### config.mk
export PLATFORM = sky130hd
export DESIGN_NAME = audio_tx_fifo
export DESIGN_NICKNAME = d
export VERILOG_FILES = /design/src/rtl/atx_pkg.sv /design/src/rtl/atx_packer.sv /design/src/rtl/atx_store.sv /design/src/rtl/atx_flags.sv /design/src/rtl/audio_tx_fifo.sv
export SDC_FILE = /design/constraint.sdc
export NUM_CORES = 1
export LEC_CHECK = 0
export ABC_AREA = 1
export CORE_UTILIZATION = 43
export DETAILED_ROUTE_END_ITERATION = 8
export DONT_BUFFER_PORTS = 1
export PLACE_DENSITY = 0.58
export SLEW_MARGIN = 30
export SYNTH_ARGS = -nofsm -noshare
export SYNTH_HDL_FRONTEND = slang
export SYNTH_SLANG_ARGS = --single-unit
### constraint.sdc
create_clock -name clk -period 3.05 [get_ports clk]
set_input_delay 0.61 -clock clk [delete_from_list [all_inputs] [get_ports clk]]
set_output_delay 0.61 -clock clk [all_outputs]
set_load 0.02 [all_outputs]
### src/rtl/atx_pkg.sv
`timescale 1ns/1ps
package atx_pkg;
   localparam int SMP_W  = 20;
   localparam int WORD_W = 32;
   localparam int HALF_W = 16;
   localparam int INT_W  = 3;

   typedef enum logic [1:0] {
      SZ_16 = 2'd0,
      SZ_18 = 2'd1,
      SZ_20 = 2'd2,
      SZ_12 = 2'd3
   } smp_size_e;

   typedef struct packed {
      logic       chan_en;
      smp_size_e  size;
      logic       compact;
      logic [1:0] slot_en;
   } tx_ctl_t;

   // left shift that left-justifies a non-compact sample in 20 bits
   function automatic logic [4:0] nc_shift(smp_size_e s);
      case (s)
         SZ_12:   return 5'd8;
         SZ_16:   return 5'd4;
         SZ_18:   return 5'd2;
         default: return 5'd0;
      endcase
   endfunction

   function automatic logic compact_allowed(smp_size_e s);
      return (s == SZ_16) || (s == SZ_12);
   endfunction
endpackage

### src/rtl/atx_packer.sv
`timescale 1ns/1ps
module atx_packer
   import atx_pkg::*;
(
   input  logic [WORD_W-1:0]           word,
   input  smp_size_e                   size,
   input  logic                        compact,
   output logic [1:0][SMP_W-1:0]       smp
);
   localparam int EXT_W = HALF_W + 8;

   logic [WORD_W-1:0] nc_word;
   assign nc_word = word << nc_shift(size);

   genvar g;
   generate
      for (g = 0; g < 2; g++) begin : g_lane
         logic [EXT_W-1:0] ext;
         logic [SMP_W-1:0] cmp_smp;
         assign ext     = {8'd0, word[g*HALF_W +: HALF_W]} << ((size == SZ_12) ? 8 : 4);
         assign cmp_smp = ext[SMP_W-1:0];
         if (g == 0) begin : g_first
            assign smp[g] = compact ? cmp_smp : nc_word[SMP_W-1:0];
         end else begin : g_second
            assign smp[g] = cmp_smp;
         end
      end
   endgenerate
endmodule

### src/rtl/atx_store.sv
`timescale 1ns/1ps
module atx_store
   import atx_pkg::*;
#(
   parameter  int DEPTH = 8,
   localparam int PTR_W = $clog2(DEPTH),
   localparam int LVL_W = $clog2(DEPTH + 1)
) (
   input  logic                  clk,
   input  logic                  rst_n,
   input  logic                  flush,
   input  logic [1:0]            push_cnt,
   input  logic [1:0][SMP_W-1:0] push_smp,
   input  logic                  pop,
   output logic [LVL_W-1:0]      level,
   output logic [LVL_W-1:0]      lvl_pushed,
   output logic [LVL_W-1:0]      lvl_next,
   output logic [1:0][SMP_W-1:0] head
);
   logic [SMP_W-1:0] mem [DEPTH];
   logic [PTR_W-1:0] wr_ptr, rd_ptr, wr_ptr1, rd_ptr1;
   logic [LVL_W-1:0] level_q;

   assign wr_ptr1    = wr_ptr + PTR_W'(1);
   assign rd_ptr1    = rd_ptr + PTR_W'(1);
   assign lvl_pushed = level_q + LVL_W'(push_cnt);
   assign lvl_next   = lvl_pushed - (pop ? LVL_W'(2) : LVL_W'(0));
   assign level      = level_q;
   assign head[0]    = mem[rd_ptr];
   assign head[1]    = mem[rd_ptr1];

   always_ff @(posedge clk or negedge rst_n) begin
      if (!rst_n) begin
         wr_ptr  <= '0;
         rd_ptr  <= '0;
         level_q <= '0;
      end else if (flush) begin
         wr_ptr  <= '0;
         rd_ptr  <= '0;
         level_q <= '0;
      end else begin
         if (push_cnt != 2'd0) wr_ptr <= wr_ptr + PTR_W'(push_cnt);
         if (pop)              rd_ptr <= rd_ptr + PTR_W'(2);
         level_q <= lvl_next;
      end
   end

   always_ff @(posedge clk) begin
      if (!flush && push_cnt != 2'd0) mem[wr_ptr]  <= push_smp[0];
      if (!flush && push_cnt == 2'd2) mem[wr_ptr1] <= push_smp[1];
   end
endmodule

### src/rtl/atx_flags.sv
`timescale 1ns/1ps
module atx_flags #(
   parameter  int DEPTH = 8,
   localparam int LVL_W = $clog2(DEPTH + 1)
) (
   input  logic             clk,
   input  logic             rst_n,
   input  logic             flush,
   input  logic             wr_evt,
   input  logic [LVL_W-1:0] lvl_pushed,
   input  logic             pop,
   input  logic [LVL_W-1:0] lvl_next,
   input  logic             clr_ur,
   output logic             empty,
   output logic             half_empty,
   output logic             full,
   output logic             underrun
);
   localparam logic [LVL_W-1:0] HALF_L = LVL_W'(DEPTH / 2);
   localparam logic [LVL_W-1:0] FULL_L = LVL_W'(DEPTH);

   logic e_n, h_n, f_n, u_n;

   // write effects first, drain effects second, so drain wins on a tie
   always_comb begin
      e_n = empty;
      h_n = half_empty;
      f_n = full;
      u_n = underrun;
      if (clr_ur) u_n = 1'b0;
      if (wr_evt) begin
         if (lvl_pushed != '0) begin
            e_n = 1'b0;
            u_n = 1'b0;
         end
         if (lvl_pushed >= HALF_L) h_n = 1'b0;
         if (lvl_pushed >= FULL_L) f_n = 1'b1;
      end
      if (pop) begin
         f_n = 1'b0;
         if (lvl_next <= HALF_L) h_n = 1'b1;
         if (lvl_next == '0) begin
            e_n = 1'b1;
            u_n = 1'b1;
         end
      end
   end

   always_ff @(posedge clk or negedge rst_n) begin
      if (!rst_n) begin
         empty <= 1'b1; half_empty <= 1'b1; full <= 1'b0; underrun <= 1'b0;
      end else if (flush) begin
         empty <= 1'b1; half_empty <= 1'b1; full <= 1'b0; underrun <= 1'b0;
      end else begin
         empty <= e_n; half_empty <= h_n; full <= f_n; underrun <= u_n;
      end
   end
endmodule

### src/rtl/audio_tx_fifo.sv
`timescale 1ns/1ps
module audio_tx_fifo
   import atx_pkg::*;
#(
   parameter  int DEPTH = 8,
   localparam int LVL_W = $clog2(DEPTH + 1)
) (
   input  logic                    clk,
   input  logic                    rst_n,
   input  logic                    link_en,
   input  logic                    ctl_we,
   input  logic                    ctl_chan_en,
   input  logic [1:0]              ctl_size,
   input  logic                    ctl_compact,
   input  logic [1:0]              ctl_slot_en,
   input  logic                    dat_we,
   input  logic [WORD_W-1:0]       dat_word,
   input  logic                    clr_we,
   input  logic                    clr_underrun,
   input  logic                    mask_we,
   input  logic [INT_W-1:0]        mask_data,
   output logic                    pair_valid,
   input  logic                    pair_ready,
   output logic [SMP_W-1:0]        pair_left,
   output logic [SMP_W-1:0]        pair_right,
   output logic [LVL_W-1:0]        fifo_level,
   output logic                    st_empty,
   output logic                    st_half_empty,
   output logic                    st_full,
   output logic                    st_underrun,
   output logic [INT_W-1:0]        int_status,
   output logic                    irq
);
   localparam logic [LVL_W-1:0] HALF_L = LVL_W'(DEPTH / 2);
   localparam logic [LVL_W-1:0] FULL_L = LVL_W'(DEPTH);

   generate
      if (DEPTH < 4 || (DEPTH & (DEPTH - 1)) != 0) begin : g_bad_depth
         $error("audio_tx_fifo: DEPTH must be a power of two of at least 4");
      end
   endgenerate

   tx_ctl_t               ctl_q;
   logic [INT_W-1:0]      mask_q;
   logic                  draining_q;
   logic                  flush, pop, room;
   logic [1:0]            push_cnt;
   logic [1:0][SMP_W-1:0] packed_smp, head;
   logic [LVL_W-1:0]      lvl_pushed, lvl_next, lvl_plus2;

   assign flush = !link_en;

   always_ff @(posedge clk or negedge rst_n) begin
      if (!rst_n) begin
         ctl_q      <= '0;
         mask_q     <= '0;
         draining_q <= 1'b0;
      end else if (flush) begin
         ctl_q      <= '0;
         mask_q     <= '0;
         draining_q <= 1'b0;
      end else begin
         if (ctl_we) begin
            ctl_q.chan_en <= ctl_chan_en;
            ctl_q.size    <= smp_size_e'(ctl_size);
            ctl_q.compact <= ctl_compact && compact_allowed(smp_size_e'(ctl_size));
            ctl_q.slot_en <= ctl_slot_en;
         end
         if (mask_we) mask_q <= mask_data;
         draining_q <= pop;
      end
   end

   atx_packer u_pack (
      .word    (dat_word),
      .size    (ctl_q.size),
      .compact (ctl_q.compact),
      .smp     (packed_smp)
   );

   assign lvl_plus2 = fifo_level + LVL_W'(2);
   assign room      = ctl_q.compact ? (lvl_plus2 < FULL_L) : (fifo_level < FULL_L);
   assign push_cnt  = (link_en && dat_we && room) ? (ctl_q.compact ? 2'd2 : 2'd1) : 2'd0;

   assign pair_valid = ctl_q.chan_en && (ctl_q.slot_en != 2'b00) &&
                       (fifo_level >= LVL_W'(2)) &&
                       ((fifo_level >= HALF_L) || draining_q);
   assign pop        = pair_valid && pair_ready;

   atx_store #(.DEPTH(DEPTH)) u_store (
      .clk        (clk),
      .rst_n      (rst_n),
      .flush      (flush),
      .push_cnt   (push_cnt),
      .push_smp   (packed_smp),
      .pop        (pop),
      .level      (fifo_level),
      .lvl_pushed (lvl_pushed),
      .lvl_next   (lvl_next),
      .head       (head)
   );

   assign pair_left  = head[0];
   assign pair_right = head[1];

   atx_flags #(.DEPTH(DEPTH)) u_flags (
      .clk        (clk),
      .rst_n      (rst_n),
      .flush      (flush),
      .wr_evt     (dat_we),
      .lvl_pushed (lvl_pushed),
      .pop        (pop),
      .lvl_next   (lvl_next),
      .clr_ur     (clr_we && clr_underrun),
      .empty      (st_empty),
      .half_empty (st_half_empty),
      .full       (st_full),
      .underrun   (st_underrun)
   );

   assign int_status = {st_empty && !pair_valid, st_half_empty, st_underrun};
   assign irq        = |(int_status & mask_q);
endmodule

==> flow_metrics.env <==
export IMPL_status="finished, final reports clean"
export IMPL_dieArea_um2=23600
export IMPL_clockRootBuffer="clkbuf_16"
export IMPL_wl_per_cell_um=20.3
export IMPL_dpl_worst_slack_ns=0.347
export IMPL_row_count=55
export IMPL_dr_first_iter_drc_count=752
export IMPL_via_count=8602
export IMPL_dieWidth_um=154
export IMPL_grt_pass1_vias=8019
export IMPL_endpoint_kind="output port"
export IMPL_cts_clk_slew_worst_paths_ns=0.07
export IMPL_fin_ws_ns=0.283
export IMPL_yosysWarningCount=0
export IMPL_p_int_mw=4.21
export IMPL_cts_sinks=183
export IMPL_period_needed_ns=2.77
export IMPL_postRouteAntennaNets=0
export IMPL_cts_max_path_buffers=2
export IMPL_vias_per_cell=5.74
export IMPL_p_total_mw=5.80
export IMPL_insertion_delay_ns=0.44
export IMPL_portBuffers=0
export IMPL_post_route_period_util_pct=90.7
export IMPL_power_frac_seq_pct=49.1
export IMPL_fillers=2158
export IMPL_post_cts_buffers=0
export IMPL_routabilityCongestion=0.866
export IMPL_setup_tns_ns=0
export IMPL_grt_max_degree=90
export IMPL_switching_share_pct=27.4
export IMPL_clockPowerShare_pct=38.0
export IMPL_worstSetupStartpoint="u_store.rd_ptr[2]$_DFFE_PN0N_"
export IMPL_drv_cap=0
export IMPL_synth_top_cell_area_share_pct=48.6
export IMPL_n_antenna_cell=0
export IMPL_arrival_ns=2.16
export IMPL_antenna_found_initial=0
export IMPL_synthToLayoutAreaGrowth_pct=13.9
export IMPL_initial_core_util_pct=43.8
export IMPL_dieHeight_um=154
export IMPL_crit_fanout=25
export IMPL_hp_class="in2async"
export IMPL_syn_instance_count=1175
export IMPL_rrSetupSlack_ns=0.39
export IMPL_hold_viol_final=0
export IMPL_synth_area_um2=9890
export IMPL_critPathRequiredTime_ns=2.44
export IMPL_grt_pass1_wl_um=46700
export IMPL_core_area_um2=22600
export IMPL_max_vdd_ir_drop_uv=370
export IMPL_hpwl_um=20400
export IMPL_rsz0062_at_grt="no"
export IMPL_yosysSeqAreaShare_pct=54.4
export IMPL_p_switching_mw=1.59
export IMPL_combPwrFrac_pct=12.9
export IMPL_drt_wl_total_um=30500
export IMPL_setup_violations=0
export IMPL_first_pass_iters=5
export IMPL_p_leak_nw=4.65
export IMPL_synth_top_area_cell="edfxtp_1"
export IMPL_grt_ovfl_total=0
export IMPL_slew_headroom_pct=39.9
export IMPL_final_layout_size_suffix_gt1_share_pct=13.0
export IMPL_track_usage_pct=26.3
export IMPL_drc=0
export IMPL_ys_seq_elements=183
export IMPL_start_kind="register"
export IMPL_nets=1258
export IMPL_synth_cell_type_count=32
export IMPL_worst_clock_skew_ns=0.0139
export IMPL_path_class="reg2out"
export IMPL_synth_nets=1232
export IMPL_drv_slew=0
export IMPL_io_pins=103
export IMPL_max_slew_worst_pin_slew_ns=0.896
export IMPL_synth_area_per_cell_um2=8.42
export IMPL_ctsHtreeMaxLevel=4
export IMPL_ys_top_cells_by_area="edfxtp_1, nand2_1, nand3_1"
export IMPL_powerDensity_nw_per_um2=514
export IMPL_fmax_ghz=0.361
export IMPL_rr_startpoint="u_store.level[3]$_DFF_PN0_"
export IMPL_numCtsBuffers=17
export IMPL_cts_tree="yes"
## worst paths after layout
path	end	cells after the start
min reg2reg	mask_q[1]$_DFFE_PN0P_	2
min	u_store.level[1]$_DFF_PN0_	1
max in group asynchronous	u_flags.empty$_DFF_PN1_	1
max reg2reg	u_flags.underrun$_DFF_PN0_	14
min in group clk	u_flags.half_empty$_DFF_PN1_	1
max	pair_left[9]	4
## worst max-delay path, cell delays in order, from the launching register on
cell and delay (ns):
dfrtp_1 0.61, buf_4 0.40, o21ai_0 0.15, o22ai_1 0.34, buf_4 0.21
## layout make-up
type | count | area, um2 | area share, %
Sequential cell | 183 | 5380 | 47.8
Multi-Input combinational cell | 862 | 4000 | 35.5
Timing Repair Buffer | 86 | 758 | 6.73
Clock buffer | 17 | 425 | 3.77
Tap cell | 285 | 357 | 3.16
Inverter | 51 | 191 | 1.70
Clock inverter | 15 | 161 | 1.43
## layout by cell type, fill, tap and decap left out, drive strengths merged, types with 3 or more instances in the layout
| master | count |
|---|---|
| nand2 | 362 |
| edfxtp | 160 |
| o21ai | 140 |
| nor2 | 124 |
| nand3 | 110 |
| buf | 85 |
| inv | 56 |
| o22ai | 47 |
| a21oi | 34 |
| dfrtp | 21 |
| nor3 | 19 |
| clkbuf | 17 |
| a211oi | 9 |
| clkinv | 7 |
| ha | 5 |
| o211ai | 3 |
| or2 | 3 |
## power groups by stage
stage                     clock (mW)  sequential, mW  combinational (mW)
after floorplan                    0            2.90               0.486
after global placement             0            2.90               0.719
after detailed placement           0            2.90               0.729
after CTS                       2.23            2.85               0.740
after global routing            2.33            2.85               0.827
final                           2.21            2.84               0.748
## through the flow
stage          utilization (%)  hold slack [ns]  instances  instance area, um2
5_1_grt                   50.0            0.152       1499               11300
4_1_cts                   50.0            0.229       1499               11300
2_1_floorplan                -            0.314       1175                9890
3_5_place_dp              47.3            0.315       1465               10700
3_3_place_gp              47.3            0.315       1465               10700
6_report                  50.0            0.128       1499               11300
## layer usage
layer  share of wire, %  GRT usage [%]  vias to the layer above
met1                 42           34.8                     4093
met4                1.6           7.67                        0
met2                 47           42.9                      401
met3                9.3           6.37                       32
li1                   -              -                     4076
met5                  0              0                        -
## registers in the layout, indices dropped and copies added (netlist names)
name,flops
u_store.mem,160
ctl_q,6
u_store.level,4
mask_q,3
u_store.wr_ptr,3
u_store.rd_ptr,2
draining_q,1
u_flags.empty,1
u_flags.full,1
u_flags.half_empty,1
u_flags.underrun,1
## cell usage after synthesis
cell type  instances
nand2_1          360
edfxtp_1         160
nor2_1           119
nand3_1          109
o21ai_0          108
o22ai_1           47
inv_1             45
clkbuf_1          40
o21ai_1           31
buf_2             30
a21oi_1           22
dfrtp_1           21
nor3_1            19
a21oi_2           12
a211oi_1           9
buf_4              5
ha_1               5
buf_1              4
inv_2              4
nor2_2             4
o211ai_1           3
or2_2              3
clkinv_1           2
dfstp_2            2
fa_1               2
nand2_2            2
nand4_1            2
nand3_4            1
nor2_4             1
o21ai_2            1
xnor2_2            1
xor2_1             1
## timing repair
item,in CTS,in global routing
resized for setup,0,0
hold buffers,2,0
hold endpoints to repair,21,0
## cells by family after synthesis
| kind of cell | count (synthesis) | synth area share, % |
|---|---|---|
| buf+inv | 130 | 5.50 |
| compound gates | 233 | 13.2 |
| xor+xnor | 2 | 0.253 |
| simple gates | 620 | 25.6 |
| fa+ha+maj | 7 | 1.04 |
| flops | 183 | 54.4 |
Note: power is estimated with default switching activity, not from simulation.
